[src/rtl/ivr_pkg.sv]
package ivr_pkg;
  localparam logic [7:0] ASI_DISPATCH = 8'h48;
  localparam logic [7:0] ASI_STATUS   = 8'h49;
  localparam logic [7:0] ASI_VECDATA  = 8'h7f;
  localparam int         BUSY_BIT     = 5;
  localparam int         PEND_LEVEL   = 5;
  localparam int         TAG_LSB      = 6;
  localparam logic [4:0] VEC_TAG      = 5'h1f;
  localparam int         IDX_W        = 8;

  typedef struct packed {
    logic             capture;
    logic [IDX_W-1:0] vecIdx;
    logic             drop;
    logic             statusWrEn;
    logic             statusWrBit;
  } ivr_strobe_t;
endpackage

[src/rtl/ivr_ctrl.sv]
module ivr_ctrl
  import ivr_pkg::*;
#(
  parameter int NUM_VEC = 48,
  parameter int DATA_W  = 64
) (
  input  logic               clk,
  input  logic               rstN,
  input  logic [NUM_VEC-1:0] vecLines,
  input  logic [7:0]         asiId,
  input  logic               asiWe,
  input  logic [DATA_W-1:0]  asiWdata,
  output ivr_strobe_t        strb
);
  logic [NUM_VEC-1:0] prevLines;
  logic [NUM_VEC-1:0] riseVec;
  logic [NUM_VEC-1:0] fallVec;
  logic [IDX_W-1:0]   pickIdx;

  // Previous levels reset high so lines already up at reset do not count.
  always_ff @(posedge clk or negedge rstN) begin
    if (!rstN) prevLines <= '1;
    else       prevLines <= vecLines;
  end

  assign riseVec = vecLines & ~prevLines;
  assign fallVec = ~vecLines & prevLines;

  // Lowest-numbered rising line wins.
  always_comb begin
    pickIdx = '0;
    for (int i = NUM_VEC - 1; i >= 0; i--) begin
      if (riseVec[i]) pickIdx = IDX_W'(i);
    end
  end

  always_comb begin
    strb.capture     = |riseVec;
    strb.vecIdx      = pickIdx;
    strb.drop        = |fallVec;
    strb.statusWrEn  = asiWe && (asiId == ASI_STATUS);
    strb.statusWrBit = asiWdata[BUSY_BIT];
  end

  AST_LOWEST_WINS: assert property (@(posedge clk) disable iff (!rstN)
    riseVec[0] |-> (strb.vecIdx == '0));
  AST_PICK_IS_RISING: assert property (@(posedge clk) disable iff (!rstN)
    strb.capture |-> riseVec[strb.vecIdx]);
endmodule

[src/rtl/ivr_datapath.sv]
module ivr_datapath
  import ivr_pkg::*;
#(
  parameter int DATA_W = 64,
  parameter int ADDR_W = 16
) (
  input  logic              clk,
  input  logic              rstN,
  input  ivr_strobe_t       strb,
  input  logic [7:0]        asiId,
  input  logic [ADDR_W-1:0] asiAddr,
  output logic [DATA_W-1:0] asiRdata,
  output logic [15:0]       pendLevels,
  output logic              hardReq
);
  localparam int NUM_WORDS = 3;

  logic              busyFlag;
  logic              pendFlag;
  logic [DATA_W-1:0] dataWord [NUM_WORDS];
  logic [DATA_W-1:0] capWord0;
  logic [1:0]        wordSel;

  always_comb begin
    capWord0 = '0;
    capWord0[TAG_LSB +: 5] = VEC_TAG;
    capWord0[TAG_LSB-1:0]  = strb.vecIdx[TAG_LSB-1:0];
  end

  always_ff @(posedge clk or negedge rstN) begin
    if (!rstN) begin
      busyFlag <= 1'b0;
      pendFlag <= 1'b0;
    end else begin
      if (strb.capture) begin
        busyFlag <= 1'b1;
        pendFlag <= 1'b1;
      end else if (strb.drop) begin
        busyFlag <= 1'b0;
        pendFlag <= 1'b0;
      end else if (strb.statusWrEn) begin
        busyFlag <= strb.statusWrBit;
      end
    end
  end

  for (genvar w = 0; w < NUM_WORDS; w++) begin : g_word
    always_ff @(posedge clk or negedge rstN) begin
      if (!rstN)             dataWord[w] <= '0;
      else if (strb.capture) dataWord[w] <= (w == 0) ? capWord0 : '0;
    end
  end

  assign wordSel = asiAddr[5:4];

  always_comb begin
    asiRdata = '0;
    case (asiId)
      ASI_STATUS:  asiRdata[BUSY_BIT] = busyFlag;
      ASI_VECDATA: if (wordSel != 2'd3) asiRdata = dataWord[wordSel];
      default:     asiRdata = '0;
    endcase
  end

  always_comb begin
    pendLevels = '0;
    pendLevels[PEND_LEVEL] = pendFlag;
  end
  assign hardReq = busyFlag;

  AST_CAPTURE_SETS: assert property (@(posedge clk) disable iff (!rstN)
    strb.capture |=> (busyFlag && pendFlag));
  AST_WORD0_FORMAT: assert property (@(posedge clk) disable iff (!rstN)
    strb.capture |=> (dataWord[0][TAG_LSB +: 5] == VEC_TAG));
  AST_UPPER_ZERO: assert property (@(posedge clk) disable iff (!rstN)
    strb.capture |=> (dataWord[1] == '0 && dataWord[2] == '0));
  AST_DROP_CLEARS: assert property (@(posedge clk) disable iff (!rstN)
    (strb.drop && !strb.capture) |=> (!busyFlag && !pendFlag));
  AST_SW_WRITE: assert property (@(posedge clk) disable iff (!rstN)
    (strb.statusWrEn && !strb.capture && !strb.drop)
      |=> (busyFlag == $past(strb.statusWrBit) && $stable(pendFlag)));
  AST_WORDS_HOLD: assert property (@(posedge clk) disable iff (!rstN)
    !strb.capture |=> ($stable(dataWord[0]) && $stable(dataWord[1])));
endmodule

[src/rtl/ivec_rx_unit.sv]
module ivec_rx_unit
  import ivr_pkg::*;
#(
  parameter int NUM_VEC = 48,
  parameter int DATA_W  = 64,
  parameter int ADDR_W  = 16
) (
  input  logic               clk,
  input  logic               rstN,
  input  logic [NUM_VEC-1:0] vecLines,
  input  logic [7:0]         asiId,
  input  logic [ADDR_W-1:0]  asiAddr,
  input  logic [DATA_W-1:0]  asiWdata,
  input  logic               asiWe,
  output logic [DATA_W-1:0]  asiRdata,
  output logic [15:0]        pendLevels,
  output logic               hardReq
);
  ivr_strobe_t strb;

  ivr_ctrl #(.NUM_VEC(NUM_VEC), .DATA_W(DATA_W)) i_ctrl (
    .clk(clk), .rstN(rstN), .vecLines(vecLines), .asiId(asiId),
    .asiWe(asiWe), .asiWdata(asiWdata), .strb(strb)
  );

  ivr_datapath #(.DATA_W(DATA_W), .ADDR_W(ADDR_W)) i_dp (
    .clk(clk), .rstN(rstN), .strb(strb), .asiId(asiId), .asiAddr(asiAddr),
    .asiRdata(asiRdata), .pendLevels(pendLevels), .hardReq(hardReq)
  );

  AST_HARD_FOLLOWS_PEND_ON_RISE: assert property (@(posedge clk) disable iff (!rstN)
    $rose(pendLevels[PEND_LEVEL]) |-> hardReq);
endmodule

[config.mk]
export PLATFORM = sky130hd
export DESIGN_NAME = ivec_rx_unit
export DESIGN_NICKNAME = d
export VERILOG_FILES = /design/src/rtl/ivr_pkg.sv /design/src/rtl/ivr_ctrl.sv /design/src/rtl/ivr_datapath.sv /design/src/rtl/ivec_rx_unit.sv
export SDC_FILE = /design/constraint.sdc
export NUM_CORES = 1
export LEC_CHECK = 0
export ABC_AREA = 0
export BUFFER_PORTS_ARGS = -buffer_cell sky130_fd_sc_hd__buf_2
export CAP_MARGIN = 20
export CORE_MARGIN = 5
export CORE_UTILIZATION = 44
export CTS_BUF_LIST = sky130_fd_sc_hd__clkbuf_8 sky130_fd_sc_hd__clkbuf_16
export CTS_CLUSTER_SIZE = 16
export DETAILED_ROUTE_END_ITERATION = 6
export PLACE_DENSITY = 0.86
export SYNTH_ARGS = -nofsm -noshare
export SYNTH_HDL_FRONTEND = slang
export SYNTH_HIERARCHICAL = 1
export SYNTH_SLANG_ARGS = --single-unit
[constraint.sdc]
create_clock -name clk -period 3.15 [get_ports clk]
set_clock_uncertainty 0.2 [all_clocks]
set_input_delay 0.4725 -clock clk [delete_from_list [all_inputs] [get_ports clk]]
set_output_delay 0.4725 -clock clk [all_outputs]
set_load 0.02 [all_outputs]
==> impl_metrics.ini <==
[run_status]
outcome = finished, final reports clean

[yosys]
synthesis.area_mm2 = 0.003595
syn_inst = 390
yosys_warnings = 6
avgSynthCellArea_um2 = 9.217

[die]
dieArea_mm2 = 0.01008
die_w_um = 100.4
start_util_pct = 44.42
io_pins = 220
dieHeight_um = 100.4
core-area_mm2 = 0.008093
rows = 33

[worst_setup_path]
crit_chain = nor2b_1 > a2111oi_0 > and3_1 > inv_2 > nor2_1 > nand4_1 > or2_2
timing.rr.start = i_ctrl/prevLines[22]
cp.required_ns = 3.17
path_max_fanout = 10
cp-end-kind = flip-flop
rr_endpoint = i_dp/dataWord[134]
worst-setup-path-type = reg -> reg
cp-start-kind = flip-flop
max_stage_delay_ns = 0.54
rrSetupSlack_ns = 0.45
slowest_stage = dfstp_2
critPathArrivalTime_ns = 2.72
rr_worst_depth = 7

[job]
maxCapViolCount = 0

[detailed_routing]
dr.pass1.iters = 4
drc = 0
routedWlPerCell_um = 14.69
drtIter0Drc = 273
finalWirelength_um = 8478
num_vias = 2873
via_per_inst = 4.979
ant_nets = 0

[timing]
setup_tns_ns = 0
slew_headroom_pct = 43.58
rsz0062_at_grt = false
setup_viol_count_final = 0
period_share_pct = 85.71
hold_viol_final = 0
drv_slew = 0
min_period_ns = 2.700
tightestPinTransition_ns = 0.8464
max_clock_freq_mhz = 370.4

[global_routing]
grt_pass1_wl_um = 13400
grt_max_degree = 41
grt_overflow = 0
grt_pass1_vias = 2871
grt_use_total_pct = 17.02
antenna_found_initial = 0

[place]
place.gp.congestion = 0.9412
dp_hpwl_um = 7080
portBuffers = 74
dp_cells = 562

[finish]
multiInputGateArea_mm2 = 0.001619
final_cells = 577
final_common_cell = buf_2
antennaDiodeCount = 0
seq_area_mm2 = 0.001486
fin_util_pct = 49.13
layout-drive-gt1-share_pct = 31.99
finalNetCount = 607
syn_to_final_growth_pct = 10.62
final_cell_mix = buf_2, conb_1, inv_1, dfstp_2, nor2b_1
fillers = 742

[clocking]
cts_setup_buffers = 0
ctsResizeCount = 0
cts_sinks = 57
postCtsHoldBufs = 0
cts_tree = built
cts_max_level = 3
cts_buffers = 9
clk_latency_ns = 0.34
cts_root_buffer = clkbuf_8
clockBufferDepth = 2
path_clk_slew_ns = 0.06

[pwr]
ir_drop_mv = 0.3005
p_total_uw = 1745
leakagePower_uw = 0.001934
pwr_density_cell_mw_per_mm2 = 438.7

[hold_path]
hp-class = in -> async
[state kept, by name, indices dropped and copies added, names as in the netlist]
name and cells:
i_dp/pendFlag 1, i_ctrl/prevLines 48, i_dp/dataWord 7, i_dp/hardReq 1
[where the power goes]
group          switching, uW  internal [uW]  total [uW]  leakage (uW)
clock network            269            341         610     0.0000957
registers               18.7            794         813      0.000610
logic                    218            103         321       0.00123
total                    506           1240        1740       0.00193
[critical path, delay by kind of cell, from the launching register on]
family          cells  cell delay [ns]
buf+inv             1             0.05
compound gates      1             0.50
flops               1             0.54
simple gates        5             1.30
[per-stage QoR]
step	hold WS, ns	worst slack (ns)	area [um^2]
3_5_place_dp	0.2508	0.3107	3795
4_1_cts	0.03495	0.4739	3976
3_3_place_gp	0.2449	0.4186	3795
2_1_floorplan	-0.02309	0.9000	3846
6_report	0.04730	0.4501	3976
5_1_grt	0.03355	0.2489	3976
[worst max path at each step]
stage,startpoint,endpoint,slack [ns],depth (start not counted)
CTS,i_ctrl/prevLines[23],i_dp/dataWord[134],0.47,7
detailed placement,vecLines[23],i_dp/dataWord[134],0.31,8
floorplan,vecLines[23],i_dp/dataWord[134],0.90,8
finish,i_ctrl/prevLines[22],i_dp/dataWord[134],0.45,7
global route,i_ctrl/prevLines[22],i_dp/dataWord[128],0.25,7
global placement,vecLines[22],i_dp/dataWord[134],0.42,8
[layout make-up]
| type | instances | area share [%] |
|---|---|---|
| Sequential cell | 57 | 37.38 |
| Inverter | 48 | 4.531 |
| Clock inverter | 3 | 0.4091 |
| Timing Repair Buffer | 75 | 9.503 |
| Multi-Input combinational cell | 277 | 40.72 |
| Clock buffer | 12 | 4.154 |
| Tap cell | 105 | 3.304 |
[per-layer routing]
| metal | global-route usage [%] | share of wire (%) | wire, um |
|---|---|---|---|
| met5 | 0 | 0 | 0 |
| met2 | 27.83 | 47 | 4021 |
| met3 | 3.753 | 9.2 | 783 |
| met4 | 8.808 | 3.6 | 303 |
| met1 | 21.01 | 40 | 3369 |
Note: power is estimated with default switching activity, not from simulation.
